$ cat config.mk
export PLATFORM = sky130hd
export DESIGN_NAME = tmr_cmp_unit
export DESIGN_NICKNAME = d
export VERILOG_FILES = /design/src/rtl/tcu_pkg.sv /design/src/rtl/tcu_counter.sv /design/src/rtl/tcu_cmp_chan.sv /design/src/rtl/tcu_out.sv /design/src/rtl/tmr_cmp_unit.sv
export SDC_FILE = /design/constraint.sdc
export NUM_CORES = 1
export LEC_CHECK = 0
export ABC_AREA = 1
export BUFFER_PORTS_ARGS = -buffer_cell sky130_fd_sc_hd__buf_2
export CELL_PAD_IN_SITES_DETAIL_PLACEMENT = 1
export CELL_PAD_IN_SITES_GLOBAL_PLACEMENT = 2
export CORE_MARGIN = 8
export CORE_UTILIZATION = 25
export DETAILED_ROUTE_END_ITERATION = 12
export GPL_ROUTABILITY_DRIVEN = 0
export PLACE_DENSITY_LB_ADDON = 0.25
export SLEW_MARGIN = 25
export SYNTH_ARGS = -nofsm -noshare
export SYNTH_HDL_FRONTEND = slang
export SYNTH_SLANG_ARGS = --single-unit
$ cat constraint.sdc
create_clock -name clk -period 2.2 [get_ports clk]
set_input_delay 0.22 -clock clk [delete_from_list [all_inputs] [get_ports clk]]
set_output_delay 0.22 -clock clk [all_outputs]
set_load 0.02 [all_outputs]
$ cat src/rtl/tcu_pkg.sv
package tcu_pkg;
  localparam logic [1:0] MODE_COMPARE = 2'b11;

  typedef struct packed {
    logic [1:0] mode;
  } chan_cfg_t;
endpackage

$ cat src/rtl/tcu_counter.sv
module tcu_counter #(
  parameter int CNT_W = 16
) (
  input  logic             clk,
  input  logic             rst_n,
  input  logic             tick_i,
  input  logic             clr_set_i,
  output logic [CNT_W-1:0] cnt_q_o,
  output logic [CNT_W-1:0] cnt_nxt_o,
  output logic             zero_ok_o,
  output logic             clr_pend_o
);
  logic [CNT_W-1:0] cnt_q;
  logic             clr_pend_q;
  logic             at_top;

  always_comb begin
    at_top    = (cnt_q == {CNT_W{1'b1}});
    cnt_nxt_o = clr_pend_q ? '0 : cnt_q + 1'b1;
    zero_ok_o = at_top && !clr_pend_q;
  end

  always_ff @(posedge clk) begin
    if (!rst_n) begin
      cnt_q      <= '0;
      clr_pend_q <= 1'b0;
    end else if (tick_i) begin
      cnt_q      <= cnt_nxt_o;
      clr_pend_q <= clr_set_i;
    end
  end

  assign cnt_q_o    = cnt_q;
  assign clr_pend_o = clr_pend_q;
endmodule

$ cat src/rtl/tcu_cmp_chan.sv
module tcu_cmp_chan
  import tcu_pkg::*;
#(
  parameter int CNT_W = 16
) (
  input  logic             clk,
  input  logic             rst_n,
  input  logic             wr_i,
  input  logic [CNT_W-1:0] wdata_i,
  input  chan_cfg_t        cfg_i,
  input  logic             tick_i,
  input  logic [CNT_W-1:0] cnt_nxt_i,
  input  logic             zero_ok_i,
  output logic             hit_o,
  output logic             irq_o
);
  logic [CNT_W-1:0] cmp_q;
  logic             irq_q;
  logic             is_zero;

  always_comb begin
    is_zero = (cnt_nxt_i == '0);
    hit_o   = tick_i && (cfg_i.mode == MODE_COMPARE) &&
              (cnt_nxt_i == cmp_q) && (!is_zero || zero_ok_i);
  end

  always_ff @(posedge clk) begin
    if (!rst_n) begin
      cmp_q <= '0;
      irq_q <= 1'b0;
    end else begin
      if (wr_i) cmp_q <= wdata_i;
      irq_q <= hit_o;
    end
  end

  assign irq_o = irq_q;
endmodule

$ cat src/rtl/tcu_out.sv
module tcu_out #(
  parameter int NCH = 2
) (
  input  logic           clk,
  input  logic           rst_n,
  input  logic [NCH-1:0] hit_i,
  output logic           pin_o
);
  logic pin_q;

  always_ff @(posedge clk) begin
    if (!rst_n)      pin_q <= 1'b0;
    else if (|hit_i) pin_q <= ~pin_q;
  end

  assign pin_o = pin_q;
endmodule

$ cat src/rtl/tmr_cmp_unit.sv
module tmr_cmp_unit
  import tcu_pkg::*;
#(
  parameter int CNT_W = 16,
  parameter int NCH   = 2
) (
  input  logic             clk,
  input  logic             rst_n,
  input  logic             tick_i,
  input  logic             cfg_wr_i,
  input  logic [2*NCH-1:0] cfg_mode_i,
  input  logic             cfg_clr_en_i,
  input  logic [NCH-1:0]   cmp_wr_i,
  input  logic [CNT_W-1:0] cmp_wdata_i,
  output logic [CNT_W-1:0] cnt_o,
  output logic [NCH-1:0]   irq_o,
  output logic             to_o
);
  chan_cfg_t        cfg_q [NCH];
  logic [2*NCH-1:0] mode_flat;
  logic             clr_en_q;
  logic [CNT_W-1:0] cnt_nxt;
  logic             zero_ok;
  logic             clr_pend;
  logic [NCH-1:0]   hit;
  logic             clr_set;

  always_ff @(posedge clk) begin
    if (!rst_n) clr_en_q <= 1'b0;
    else if (cfg_wr_i) clr_en_q <= cfg_clr_en_i;
  end

  assign clr_set = hit[0] && clr_en_q;

  tcu_counter #(.CNT_W(CNT_W)) u_cnt (
    .clk       (clk),
    .rst_n     (rst_n),
    .tick_i    (tick_i),
    .clr_set_i (clr_set),
    .cnt_q_o   (cnt_o),
    .cnt_nxt_o (cnt_nxt),
    .zero_ok_o (zero_ok),
    .clr_pend_o(clr_pend)
  );

  for (genvar c = 0; c < NCH; c++) begin : g_ch
    always_ff @(posedge clk) begin
      if (!rst_n) cfg_q[c].mode <= 2'b00;
      else if (cfg_wr_i) cfg_q[c].mode <= cfg_mode_i[2*c +: 2];
    end
    assign mode_flat[2*c +: 2] = cfg_q[c].mode;

    tcu_cmp_chan #(.CNT_W(CNT_W)) u_ch (
      .clk      (clk),
      .rst_n    (rst_n),
      .wr_i     (cmp_wr_i[c]),
      .wdata_i  (cmp_wdata_i),
      .cfg_i    (cfg_q[c]),
      .tick_i   (tick_i),
      .cnt_nxt_i(cnt_nxt),
      .zero_ok_i(zero_ok),
      .hit_o    (hit[c]),
      .irq_o    (irq_o[c])
    );
  end

  tcu_out #(.NCH(NCH)) u_out (
    .clk  (clk),
    .rst_n(rst_n),
    .hit_i(hit),
    .pin_o(to_o)
  );
endmodule

==> implementation parameters, run 1 <==
Parameter                              Value

Place
  Number of port buffers    45
  Cell total after placement    825
  Detailed placement HPWL    10.7 mm
  Total placed instance area    4350 µm²

Final layout
  Number of antenna repair diodes    0
  Number of nets in the layout    685
  Cell Count, Final, Fillers Out    846
  Growth of design area from synthesis to finish    32.4%
  Layout filler cell count    1830
  Final instance area    4870 µm²
  Proportion of layout cells with a drive suffix above 1    27.5%

Min path
  Instance count along the most critical hold path    3
  Min-Delay Startpoint    cmp_wdata_i[0]
  Worst hold path endpoint    g_ch[1].u_ch.cmp_q[0]$_SDFFE_PN0P_
  HP Class    in2reg

CTS
  Buffers from clock root to sink, at most    2
  Clock net sink count    57
  Clock root buffer    clkbuf_16
  Clock latency on the worst-skew pair    0.34 ns
  CTS tree    built
  Num CTS Buffers    9
  Cts-stage hold buffer count    0
  Clock Pin Slew Worst Setup and Hold Paths    0.05 ns
  Number of levels the H-tree was split into    3

Timing
  Actual transition at the worst max-transition pin    0.457 ns
  Worst clock skew    0.00577 ns
  Maximum achievable frequency    475 MHz
  Setup TNS after final layout    0 ns
  Unrepaired setup endpoints after global routing    true
  Worst slew margin relative to its limit    69.5%
  Post-route minimum period    2.10 ns
  Final Hold Violating Endpoints    0
  Slew Viols, Final    0
  Total setup violations reported at the end of the flow    0
  Period Utilization, post-route    95.7%
  Min Hold Slack    0.132 ns

Critical path
  Critical path arrival    2.38 ns
  Depth of the worst register-to-register path    15
  Most prevalent standard cell on the critical path    nand2_1
  Launching element type of the critical path    register
  Worst reg-to-reg setup slack    0.1 ns
  Endpoint kind of the worst setup timing path    register
  Maximum single-stage delay on the critical path    0.36 ns
  Crit-path max FO    6
  Launch point of the worst reg-to-reg path    u_cnt.cnt_q_o[0]$_SDFFE_PN0P_
  Cell at the slowest stage of the critical path    dfxtp_4
  Kind of critical path    reg2reg
  CP bufs+invs    0
  Req. time, crit path    2.47 ns
  Critical path, cell by cell    ha_4, nand2_4, nor2_8, nand2_4, o21bai_2, nand3_2, nand2_1, nand2_1, nor2_1, nand2_1, nor2_1, nand2_1, nand3_1, nand2_1, nor2_1
  Family with the most delay on the worst path    simple AND/OR/NAND/NOR gates
  Reg-to-Reg End    u_out.pin_o$_SDFFE_PN0P_

Floorplan
  Standard-cell rows    44
  Effective utilization at floorplan    25.4%
  Placeable core area    14500 µm²
  Boundary pin count    46
  Die span in x    137 µm
  Die Footprint    18900 µm²
  Overall die height    137 µm

Routing
  DRC errors left    0
  Average vias per placed instance    4.70
  Length of routed wiring on met1    6.72 mm
  Post-DRT Antenna Nets    0
  Iteration count of the initial detailed-routing pass    4
  Iter 0 DRT Violations    211
  Met3 WL post-DR    432 µm
  Via count of the routed design    3972
  Total met2 wirelength after detailed routing    6.10 mm
  Routed length per placed instance    16.0 µm
  Final wirelength    13.6 mm
  Top metal layer carrying routed signals    met4

Logic synthesis
  Number of enable flip-flop cells after synthesis    4
  Adder-cell area share of the yosys netlist    0.340%
  Post-synth design cell area    3680 µm²
  Largest family of logic cells by synthesized area    simple AND/OR/NAND/NOR gates
  Post-synthesis average cell area    6.37 µm²
  Post-Synth Simple-Gate Area    41.9%
  Share of synthesized area occupied by flip-flops and latches    32.1%
  Complex-gate fraction of the synthesized area    14.5%
  Synth warn    0
  Post-synth top flop    dfxtp_1
  Fraction of synthesized area in multiplexers    0%
  Mapped Cells    578
  Net Count, Synth    606
  Fraction of registers with async set or reset after synthesis    0%
  Number of library cell types mapped by synthesis    32
  Seq cells post-synth    57
  Xor and xnor fraction of the mapped netlist area    0.238%

Global route
  Largest net degree at the start of global routing    35
  First-pass GRT wire length    21.4 mm
  Number of antenna violations at the first check in global routing    0
  Vias in the first global route    4084
  Overflow after GRT    0
  Aggregate global-route resource usage    15.0%

Status
  Status    finished clean

Job
  Max_cap viols    0

Power and ir drop
  Total power divided by cell area    659 nW/µm²
  Worst IR drop on VDD    0.338 mV
  Leakage power figure    2.40 nW
through the flow:
stage,utilization [%],power (W),worst slack [ns]
2_1_floorplan,-,0.00153,0.0974
3_3_place_gp,30.0,0.00174,0.0312
3_5_place_dp,30.0,0.00176,-0.0638
4_1_cts,32.3,0.00322,0.000872
5_1_grt,33.7,0.00338,-0.0790
6_report,33.7,0.00321,0.0951
cells in the final DEF (no fill, tap or decap), drive strengths merged:
cell type and n:
xor2 1, edfxtp 4, nor2 83, inv 79, clkinv 3, nand3b 2
a21oi 48, nor3 2, nand2 154, ha 1, nand3 42, buf 90
and3 1, o21bai 4, bufinv 1, o21ai 49, dfxtp 53, clkbuf 13
nand4 32
registers in the layout, summed over array words and instances, names as in the netlist:
| register | flops |
|---|---|
| g_ch.u_ch.irq_o | 2 |
| u_out.pin_o | 1 |
| g_ch.u_ch.cmp_q | 32 |
| u_cnt.clr_pend_o | 1 |
| u_cnt.cnt_q_o | 16 |
| cfg_q | 4 |
| clr_en_q | 1 |
how the worst max path moves through the flow:
stage,startpoint,to,cells past startpoint
floorplan,u_cnt.cnt_q_o[1]$_SDFFE_PN0P_,u_out.pin_o$_SDFFE_PN0P_,14
finish,u_cnt.cnt_q_o[0]$_SDFFE_PN0P_,u_out.pin_o$_SDFFE_PN0P_,15
global route,u_cnt.cnt_q_o[7]$_SDFFE_PN0P_,u_out.pin_o$_SDFFE_PN0P_,14
detailed placement,u_cnt.cnt_q_o[0]$_SDFFE_PN0P_,u_out.pin_o$_SDFFE_PN0P_,17
CTS,u_cnt.cnt_q_o[0]$_SDFFE_PN0P_,u_out.pin_o$_SDFFE_PN0P_,15
global placement,u_cnt.cnt_q_o[0]$_SDFFE_PN0P_,u_out.pin_o$_SDFFE_PN0P_,17
routing by layer:
layer	GRT usage, %	vias up
met3	2.48	19
met5	0	-
met2	23.4	63
met4	6.52	0
li1	-	2032
met1	20.1	1858
cells by family after synthesis:
family,count (synthesis)
AO/OA/AOI/OAI,101
XOR/XNOR,1
adder cells (fa/ha/maj),1
buffers and inverters,102
flip-flops,57
AND/OR/NAND/NOR,316
synthesized netlist by cell type (7+ instances only):
cell      count  area share [%]
clkbuf_1     15             1.5
nand2_1     144              15
nand2_2       7             1.2
nand3_2      14             3.8
nor2_1       75             7.6
a21oi_1      48             6.5
inv_1        78             8.0
nand3_1      27             3.7
dfxtp_1      53              29
nand4_1      29             4.9
o21ai_0      49             6.7
tightest hold or removal path, delay by kind of cell:
| kind | cells | cell delay, ns |
|---|---|---|
| buffers and inverters | 1 | 0.09 |
| and+or+nand+nor | 2 | 0.12 |
timing repair:
item	in CTS	in global routing
endpoints found under the setup margin	2	4
hold endpoints to repair	0	0
setup buffers	0	5
gates resized for setup	5	44
pin swaps	0	19
report_power, final:
part	leakage (nW)	switching (W)	internal [W]
sequential	0.485	0.0000531	0.00112
combinational	1.77	0.000380	0.000225
clock	0.150	0.000501	0.000934
total	2.40	0.000935	0.00228
cell type report:
type / count / area, µm² / area share (%)
Clock buffer: 13 / 260 / 5.34
Inverter: 80 / 302 / 6.19
Timing Repair Buffer: 90 / 608 / 12.5
Sequential cell: 57 / 1190 / 24.5
Tap cell: 184 / 230 / 4.72
Clock inverter: 3 / 40.0 / 0.821
Multi-Input combinational cell: 419 / 2240 / 46.0
Power figures use the tool's default switching activity.
==> run 2: changes to the inputs <==
--- a/config.mk
+++ b/config.mk
@@ -11,6 +11,7 @@
 export CELL_PAD_IN_SITES_GLOBAL_PLACEMENT = 2
 export CORE_MARGIN = 8
 export CORE_UTILIZATION = 25
+export CTS_BUF_LIST = sky130_fd_sc_hd__clkbuf_4
 export DETAILED_ROUTE_END_ITERATION = 12
 export GPL_ROUTABILITY_DRIVEN = 0
 export PLACE_DENSITY_LB_ADDON = 0.25
==> run 2 against run 1 <==
Routed wire length increased by 0.84%. Combinational power about the same. Setup slack worse by 0.0057 ns. Sequential cell count unchanged. Final cell count is 0.95% higher. Core utilization down 0.75 points. Die area is the same. Critical endpoint unchanged. Largest cell class unchanged.
==> implementation parameters, run 2 (synthesis gave the netlist of run 1 again) <==
Parameter                              Value

Timing
  Slew Viols, Final    0 (unchanged)
  Final Hold Violating Endpoints    0 (unchanged)
  Maximum achievable frequency    474 MHz (-0.27%)
  Setup TNS after final layout    0 ns (unchanged)
  Worst slew margin relative to its limit    69.1% (-0.41 points)
  Unrepaired setup endpoints after global routing    true
  Period Utilization, post-route    95.9% (+0.26 points)
  Actual transition at the worst max-transition pin    0.463 ns (+0.00620 ns)
  Worst-case setup margin in the final layout    0.0894 ns (-0.00570 ns)
  Worst clock skew    0.0157 ns (+0.00990 ns)
  Post-route minimum period    2.11 ns (+0.00570 ns)
  Total setup violations reported at the end of the flow    0 (unchanged)
  Min Hold Slack    0.0499 ns (-0.0826 ns)

Routing
  Post-DRT Antenna Nets    0 (unchanged)
  Iteration count of the initial detailed-routing pass    6 (+2)
  DRC errors left    0 (unchanged)
  Routed length per placed instance    16.0 µm (-0.10%)
  Iter 0 DRT Violations    174 (-18%)
  Final wirelength    13.7 mm (+0.84%)
  Via count of the routed design    4004 (+0.81%)
  Average vias per placed instance    4.69 (-0.14%)

Floorplan
  Die span in x    137 µm (unchanged)
  Effective utilization at floorplan    25.4% (unchanged)
  Standard-cell rows    44 (unchanged)
  Overall die height    137 µm (unchanged)
  Die Footprint    18900 µm² (unchanged)
  Boundary pin count    46 (unchanged)
  Placeable core area    14500 µm² (unchanged)

Power and ir drop
  Leakage power figure    2.36 nW (-1.8%)
  Worst IR drop on VDD    0.197 mV (-42%)
  Total power divided by cell area    539 nW/µm² (-18%)

CTS
  CTS tree    built
  Clock net sink count    57 (unchanged)
  Buffers from clock root to sink, at most    2 (unchanged)
  Num CTS Buffers    9 (unchanged)
  Clock root buffer    clkbuf_4
  Number of levels the H-tree was split into    3 (unchanged)
  Clock latency on the worst-skew pair    0.44 ns (+0.10 ns)
  Clock Pin Slew Worst Setup and Hold Paths    0.11 ns (+0.06 ns)

Global route
  Vias in the first global route    4074 (-0.24%)
  Overflow after GRT    0 (unchanged)
  First-pass GRT wire length    21.5 mm (about the same)
  Number of antenna violations at the first check in global routing    1 (+1)
  Largest net degree at the start of global routing    35 (unchanged)
  Aggregate global-route resource usage    15.1% (+0.031 points)

Status
  Status    finished clean

Min path
  HP Class    in2reg
  Min-Delay Startpoint    cmp_wr_i[1]
  Worst hold path endpoint    g_ch[1].u_ch.cmp_q[0]$_SDFFE_PN0P_
  Instance count along the most critical hold path    3 (unchanged)

Place
  Cell total after placement    825 (unchanged)
  Detailed placement HPWL    10.7 mm (unchanged)
  Number of port buffers    45 (unchanged)
  Setup slack at placement    -0.0638 ns (unchanged)

Final layout
  Commonest non-fill, non-tap cell in the layout    nand2_1
  Most used cells in the layout excluding fill and tap cells    nand2_1 (134), inv_1 (76), nor2_1 (64)
  Post-Route Utilization    32.9% (-0.75 points)
  Flip-flop count of the largest register after layout    32 (unchanged)
  Growth of design area from synthesis to finish    29.5%
  Proportion of layout cells with a drive suffix above 1    28.0% (+0.46 points)
  Largest register by flop count    g_ch.u_ch.cmp_q
  Cell Count, Final, Fillers Out    854 (+0.95%)
  Number of nets in the layout    692 (+1.0%)

Critical path
  Reg-to-Reg End    u_out.pin_o$_SDFFE_PN0P_
  Launch point of the worst reg-to-reg path    u_cnt.cnt_q_o[0]$_SDFFE_PN0P_
  Req. time, crit path    2.58 ns (+0.11 ns)
  Most prevalent standard cell on the critical path    nand2_1
  Kind of critical path    reg2reg
  Depth of the worst register-to-register path    15 (unchanged)
  Cell at the slowest stage of the critical path    dfxtp_4
  Launching element type of the critical path    register
  Maximum single-stage delay on the critical path    0.38 ns (+0.02 ns)
  Endpoint kind of the worst setup timing path    register
  Crit-path max FO    6 (unchanged)
  Critical path arrival    2.49 ns (+0.11 ns)
  Critical path, cell by cell    ha_4, nand2_4, nor2_8, nand2_4, o21bai_2, nand3_2, nand2_1, nand2_1, nor2_1, nand2_1, nor2_1, nand2_1, nand3_1, nand2_1, nor2_1
  Worst reg-to-reg setup slack    0.09 ns (about the same)

Job
  Max_cap viols    0 (unchanged)
[run 2: critical path: cells and delay by family, from the launching register on]
| family | cells | cell delay, ns |
|---|---|---|
| simple gates | 13 | 1.30 |
| flops | 1 | 0.38 |
| compound gates | 1 | 0.19 |
| fa+ha+maj | 1 | 0.16 |
[run 2: per-stage QoR]
step	instance area, µm²	power (W)
final	4770	0.00257
after global routing	4770	0.00273
after CTS	4540	0.00257
after detailed placement	4350	0.00176
after global placement	4350	0.00174
after floorplan	3680	0.00153
[run 2: what timing repair did]
action / in CTS / in global routing
hold buffers: 1 / 1
cloned: 0 / 0
hold endpoints to repair: 1 / 1
pin swaps: 2 / 17
resized for setup: 10 / 41
setup endpoints to repair: 3 / 4
setup buffers: 1 / 9
[run 2: layout make-up]
| type | instances | area, µm² |
|---|---|---|
| clock inverter | 5 | 47.5 |
| timing repair buffer | 97 | 657 |
| tap | 184 | 230 |
| fill | 1842 | 9710 |
| sequential | 57 | 1190 |
| inverter | 80 | 305 |
| multi-input combinational | 419 | 2250 |
| clock buffer | 11 | 82.6 |
| antenna | 1 | 2.50 |
[run 2: metal layers]
layer	share of wire [%]	global-route usage (%)
met4	1.8	5.25
met5	0	0
met3	3.9	3.25
met1	49	20.0
met2	45	23.6
[run 2: how the worst max path moves through the flow]
| stage | startpoint | endpoint | slack (ns) | depth (start not counted) |
|---|---|---|---|---|
| 5_1_grt | u_cnt.cnt_q_o[3]$_SDFFE_PN0P_ | u_out.pin_o$_SDFFE_PN0P_ | -0.12 | 15 |
| 4_1_cts | u_cnt.cnt_q_o[1]$_SDFFE_PN0P_ | u_out.pin_o$_SDFFE_PN0P_ | 0.03 | 14 |
| 3_5_place_dp | u_cnt.cnt_q_o[0]$_SDFFE_PN0P_ | u_out.pin_o$_SDFFE_PN0P_ | -0.06 | 17 |
| 6_report | u_cnt.cnt_q_o[0]$_SDFFE_PN0P_ | u_out.pin_o$_SDFFE_PN0P_ | 0.09 | 15 |
| 2_1_floorplan | u_cnt.cnt_q_o[1]$_SDFFE_PN0P_ | u_out.pin_o$_SDFFE_PN0P_ | 0.1 | 14 |
| 3_3_place_gp | u_cnt.cnt_q_o[0]$_SDFFE_PN0P_ | u_out.pin_o$_SDFFE_PN0P_ | 0.03 | 17 |
[run 2: power by group]
part / internal (W) / total, W / switching, W
sequential: 0.00111 / 0.00117 / 0.0000531
clock: 0.000361 / 0.000795 / 0.000433
combinational: 0.000227 / 0.000608 / 0.000382
